--- src/rtl/pgd_pkg.sv ---
package pgd_pkg;

  // Follower counter waits idle after enable until the first reference wrap.
  typedef enum logic {
    PH_IDLE = 1'b0,
    PH_LIVE = 1'b1
  } phase_state_e;

endpackage

--- src/rtl/pgd_phase_counter.sv ---
module pgd_phase_counter
  import pgd_pkg::*;
#(
  parameter int PERIOD   = 2400,
  parameter int WIDTH    = 48,
  parameter bit FOLLOWER = 1'b0,
  localparam int CW      = $clog2(PERIOD)
) (
  input  logic          clk,
  input  logic          rst,
  input  logic          en,
  input  logic          load,
  input  logic [CW-1:0] load_val,
  output logic [CW-1:0] cnt,
  output logic          fire,
  output logic          idle
);

  localparam logic [CW-1:0] LAST  = CW'(PERIOD - 1);
  localparam logic [CW-1:0] START = CW'(PERIOD - WIDTH);
  // The reference runs at once; the follower waits for its first load.
  localparam phase_state_e RST_ST = phase_state_e'(!FOLLOWER);

  phase_state_e st;

  always_ff @(posedge clk) begin
    if (rst || !en) begin
      cnt <= '0;
      st  <= RST_ST;
    end else if (load) begin
      cnt <= load_val;
      st  <= PH_LIVE;
    end else if (st == PH_LIVE) begin
      cnt <= (cnt == LAST) ? '0 : cnt + 1'b1;
    end
  end

  assign fire = en && (st == PH_LIVE) && (cnt == START);
  assign idle = (st == PH_IDLE);

endmodule

--- src/rtl/pgd_pulse_shot.sv ---
module pgd_pulse_shot #(
  parameter int WIDTH = 48,
  localparam int WW   = $clog2(WIDTH + 1)
) (
  input  logic clk,
  input  logic rst,
  input  logic en,
  input  logic fire,
  output logic pulse
);

  logic [WW-1:0] left;

  // Fixed-length one-shot: a trigger during an active pulse is ignored,
  // so a pulse is never shortened or stretched by counter reloads.
  always_ff @(posedge clk) begin
    if (rst || !en) begin
      pulse <= 1'b0;
      left  <= '0;
    end else if (!pulse) begin
      if (fire) begin
        pulse <= 1'b1;
        left  <= WW'(WIDTH - 1);
      end
    end else if (left == '0) begin
      pulse <= 1'b0;
    end else begin
      left <= left - 1'b1;
    end
  end

endmodule

--- src/rtl/pgd_offset_port.sv ---
module pgd_offset_port #(
  parameter int PERIOD      = 2400,
  parameter int INIT_OFFSET = 0,
  localparam int CW         = $clog2(PERIOD)
) (
  input  logic          clk,
  input  logic          rst,
  input  logic          wr,
  input  logic [CW-1:0] wr_offset,
  input  logic          take,
  output logic [CW-1:0] held_offset,
  output logic          pending
);

  logic          over;
  logic [CW-1:0] clamped;

  assign over    = {1'b0, wr_offset} >= (CW+1)'(PERIOD);
  assign clamped = over ? CW'(PERIOD - 1) : wr_offset;

  always_ff @(posedge clk) begin
    if (rst) begin
      held_offset <= CW'(INIT_OFFSET);
      pending     <= 1'b0;
    end else begin
      if (wr) held_offset <= clamped;
      // A fresh request beats a load on the same edge.
      if (wr)        pending <= 1'b1;
      else if (take) pending <= 1'b0;
    end
  end

endmodule

--- src/rtl/dual_phase_gate_pulser.sv ---
module dual_phase_gate_pulser #(
  parameter int PERIOD      = 2400,
  parameter int WIDTH       = 48,
  parameter int INIT_OFFSET = 0,
  localparam int CW         = $clog2(PERIOD)
) (
  input  logic          clk,
  input  logic          rst,
  input  logic          en,
  input  logic          host_wr,
  input  logic [CW-1:0] host_offset,
  output logic          upd_pending,
  output logic          pulse_chg,
  output logic          pulse_dis
);

  localparam int NSHOT = 2;
  localparam logic [CW-1:0] LAST = CW'(PERIOD - 1);

  logic [CW-1:0]    a_cnt, b_cnt, held_offset;
  logic             a_fire, b_fire, a_idle, b_idle;
  logic             a_wrap, ld;
  logic [NSHOT-1:0] trig, shot;

  pgd_offset_port #(.PERIOD(PERIOD), .INIT_OFFSET(INIT_OFFSET)) u_port (
    .clk(clk), .rst(rst), .wr(host_wr), .wr_offset(host_offset),
    .take(ld), .held_offset(held_offset), .pending(upd_pending)
  );

  pgd_phase_counter #(.PERIOD(PERIOD), .WIDTH(WIDTH), .FOLLOWER(1'b0)) u_ref (
    .clk(clk), .rst(rst), .en(en), .load(1'b0), .load_val('0),
    .cnt(a_cnt), .fire(a_fire), .idle(a_idle)
  );

  // Safe point: the reference is about to return to zero.
  assign a_wrap = en && !a_idle && (a_cnt == LAST);
  assign ld     = a_wrap && (upd_pending || b_idle);

  pgd_phase_counter #(.PERIOD(PERIOD), .WIDTH(WIDTH), .FOLLOWER(1'b1)) u_fol (
    .clk(clk), .rst(rst), .en(en), .load(ld), .load_val(held_offset),
    .cnt(b_cnt), .fire(b_fire), .idle(b_idle)
  );

  assign trig = {b_fire, a_fire};

  for (genvar g = 0; g < NSHOT; g++) begin : g_shot
    pgd_pulse_shot #(.WIDTH(WIDTH)) u_shot (
      .clk(clk), .rst(rst), .en(en), .fire(trig[g]), .pulse(shot[g])
    );
  end

  assign pulse_dis = shot[0];
  assign pulse_chg = shot[1];

endmodule

--- config.mk ---
export PLATFORM = sky130hd
export DESIGN_NAME = dual_phase_gate_pulser
export DESIGN_NICKNAME = d
export VERILOG_FILES = /design/src/rtl/pgd_pkg.sv /design/src/rtl/pgd_phase_counter.sv /design/src/rtl/pgd_pulse_shot.sv /design/src/rtl/pgd_offset_port.sv /design/src/rtl/dual_phase_gate_pulser.sv
export SDC_FILE = /design/constraint.sdc
export NUM_CORES = 1
export LEC_CHECK = 0
export CORE_ASPECT_RATIO = 0.9
export CORE_MARGIN = 4
export CORE_UTILIZATION = 30
export DETAILED_ROUTE_END_ITERATION = 10
export PLACE_DENSITY = 0.44
export SLEW_MARGIN = 20
export SYNTH_ARGS = -nofsm -noshare
export SYNTH_HDL_FRONTEND = slang
export SYNTH_HIERARCHICAL = 1
export SYNTH_SLANG_ARGS = --single-unit
--- constraint.sdc ---
create_clock -name clk -period 4.1 [get_ports clk]
set_clock_uncertainty 0.1 [all_clocks]
set_input_delay 0.82 -clock clk [delete_from_list [all_inputs] [get_ports clk]]
set_output_delay 0.82 -clock clk [all_outputs]
set_load 0.03 [all_outputs]
==> results.json <==
{
  "status": "finished, final reports clean",
  "post_cts_resized": 0,
  "maxSlewHeadroom_pct": 45.9,
  "drtAntennaViolNets": 0,
  "totalNegativeSetupSlack_ns": 0,
  "powerDensity_nw_per_um2": 292,
  "grt_use_met3_pct": 2.97,
  "reg2reg_depth": 6,
  "final.setup.worst_slack_ns": 1.02,
  "layout_commonest_cell": "dfxtp_1",
  "synth_cell_types": 69,
  "vias": 2502,
  "cp-start-kind": "primary input",
  "fin_crit_sh_pct": 75.1,
  "end_kind": "flip-flop",
  "cts_setup_buffers": 0,
  "antenna_found_initial": 0,
  "layout_common_cells": "52 x dfxtp_1, 32 x a21oi_1, 25 x inv_1",
  "syn-instance-count": 347,
  "io_buffers": 18,
  "yosysWarnings": 6,
  "synth.avg_cell_area_um2": 8.86,
  "drtIter0Drc": 94,
  "syn_area_um2": 3070,
  "setup_viol": 0,
  "max_clock_freq_ghz": 0.325,
  "ff2ff_setup_slack_ns": 1.70,
  "worstPathRequired_ns": 4.16,
  "grtUsageTotal_pct": 12.3,
  "busiest_layer": "met1",
  "clockBufferDepth": 2,
  "clock-sinks": 52,
  "synth_top_family_by_area": "simple AND/OR/NAND/NOR gates",
  "rsz0062_at_grt": "false",
  "cts_hold_buf": 0,
  "area_delta_synth_final_pct": 14.4,
  "die_area_um2": 11900,
  "gp_congestion": 0.802,
  "async_reset_ff_share_pct": 0,
  "synth-simple-area-share_pct": 28.0,
  "cts.reportedPaths.clkPinSlew_ns": 0.07,
  "dp.cells": 489,
  "hold_viol": 0,
  "htreeDepth": 2,
  "period_minus_slack_ns": 3.08,
  "regToRegStartpoint": "u_fol/st$_SDFFE_PP0P_",
  "synth_compound_area_share_pct": 23.2,
  "whs_path_depth": 2,
  "synth_top_area_share_pct": 33.9,
  "maxCapViolations": 0,
  "synthFlopType": "dfxtp_1",
  "met2_usage_pct": 17.5,
  "yosys_register_bits": 52,
  "drcViolationCount": 0,
  "routed_via_density": 5.03,
  "dr.pass1.iters": 4,
  "worstPathMaxFanout": 13,
  "hold_class": "flip-flop to flip-flop",
  "crit-reg2reg-capture": "g_shot[1].u_shot/left[0]$_SDFFE_PP0P_",
  "tightestPinTransition_ns": 0.809,
  "cts_tree": "yes",
  "synth.area.top_cells": "dfxtp_1 34%, a21oi_1 5.2%, ha_1 3.3%",
  "die_w_um": 115,
  "cts_made_buffers": 5,
  "die_h_um": 104,
  "worstSetupPathType": "primary input to flip-flop",
  "grt_pass1_wl_mm": 12.1,
  "min-delay-start": "u_port/held_offset[10]$_SDFFE_PP0P_",
  "synthMuxAreaShare_pct": 0.977,
  "synthAdderAreaFrac_pct": 3.26,
  "dp_slack_ns": 0.743,
  "core_um2": 9830,
  "gr-total-overflow": 0,
  "initial_core_util_pct": 31.3,
  "synth_top_area_cell": "dfxtp_1",
  "met1_usage_pct": 18.3,
  "core.rowCount": 34,
  "grt_pass1_vias": 2371,
  "wire_per_inst_um": 14.4,
  "drive_gt1_share_pct": 11.9,
  "leakage_nw": 1.13,
  "crit_start": "en",
  "drt-total-wl_mm": 7.14,
  "synth_edf_count": 0,
  "place_hpwl_mm": 5.15,
  "finalNonFillerCells": 497,
  "yosysSeqAreaShare_pct": 33.9,
  "drv_slew": 0,
  "clk_latency_ns": 0.29,
  "grt_max_degree": 25,
  "clockRootBuffer": "clkbuf_16",
  "synthXorXnorAreaFrac_pct": 3.70,
  "ir_drop_v": 0.000144,
  "io_pins": 19,
  "nets": 394,
  "cp_data_arrival_time_ns": 3.14,
  "num_antenna_cells": 0,
  "holdPathEnd": "u_port/held_offset[10]$_SDFFE_PP0P_"
}
-- Yosys cell counts (6+ instances only) --
library cell / n
ha_1: 8
nand2b_1: 8
nor2_1: 23
a311oi_1: 8
xnor2_1: 8
nor2b_1: 8
a22oi_1: 8
dfxtp_1: 52
nand2_1: 20
inv_1: 25
nor3b_1: 6
nand3_1: 9
nor3_1: 8
o21ai_1: 9
a21oi_1: 32
-- how the worst max path moves through the flow --
| stage | endpoint | slack [ns] | depth (start not counted) |
|---|---|---|---|
| floorplan | u_fol/cnt[4]$_SDFFE_PP0P_ | 2.03 | 6 |
| global placement | u_fol/cnt[10]$_SDFFE_PP0P_ | 0.81 | 6 |
| detailed placement | u_fol/cnt[10]$_SDFFE_PP0P_ | 0.74 | 6 |
| CTS | u_fol/cnt[10]$_SDFFE_PP0P_ | 1.05 | 6 |
| global route | u_fol/cnt[9]$_SDFFE_PP0P_ | 0.79 | 6 |
| finish | u_fol/cnt[10]$_SDFFE_PP0P_ | 1.02 | 6 |
-- registers in the layout, summed over array words and instances, names as in the netlist --
register	count
g_shot.u_shot/left	12
u_fol/cnt	12
u_ref/cnt	12
u_port/held_offset	12
g_shot.u_shot/pulse	2
u_fol/st	1
u_port/pending	1
-- cell families (layout without fill, tap and decap cells) --
kind of cell             count (synthesis)  after routing
flip-flops                              52             52
multiplexers                             3              3
buffers and inverters                   42             54
XOR/XNOR                                13             13
AND/OR/NAND/NOR                        129            129
other                                    2             14
AO/OA/AOI/OAI                           98             98
adder cells (fa/ha/maj)                  8              8
-- critical path, cell delays in order --
cell and delay, ns:
clkdlybuf4s50_1 0.65, nand4bb_1 0.20, nor4_4 0.76, nor2_1 0.33, a22oi_1 0.27, o22ai_2 0.10
-- metrics by stage --
stage / hold slack, ns / total power, mW / cell area, µm² / util, %
after global placement: 0.369 / 0.617 / 3370 / 34.3
after detailed placement: 0.371 / 0.616 / 3370 / 34.3
after global routing: 0.399 / 1.09 / 3520 / 35.8
final: 0.384 / 1.03 / 3520 / 35.8
after CTS: 0.386 / 1.05 / 3520 / 35.8
after floorplan: 0.345 / 0.584 / 3120 / -
-- routing by layer --
| layer | share of wire [%] | up-vias | wire length [µm] |
|---|---|---|---|
| met4 | 0.88 | 0 | 63 |
| met5 | 0 | - | 0 |
| met3 | 4.5 | 5 | 320 |
| li1 | - | 1304 | - |
| met2 | 42 | 45 | 3010 |
| met1 | 53 | 1148 | 3750 |
-- final cells by class --
class,count,area [µm²]
Clock buffer,5,125
Tap cell,126,158
Multi-Input combinational cell,265,1880
Sequential cell,52,1040
Fill cell,1004,6310
Clock inverter,3,22.5
Inverter,26,97.6
Timing Repair Buffer,20,195
-- power by group --
group,switching [mW],internal [mW]
Sequential,0.0146,0.518
Combinational,0.0392,0.0339
Clock,0.192,0.229
Total,0.246,0.780
Power figures use the tool's default switching activity.
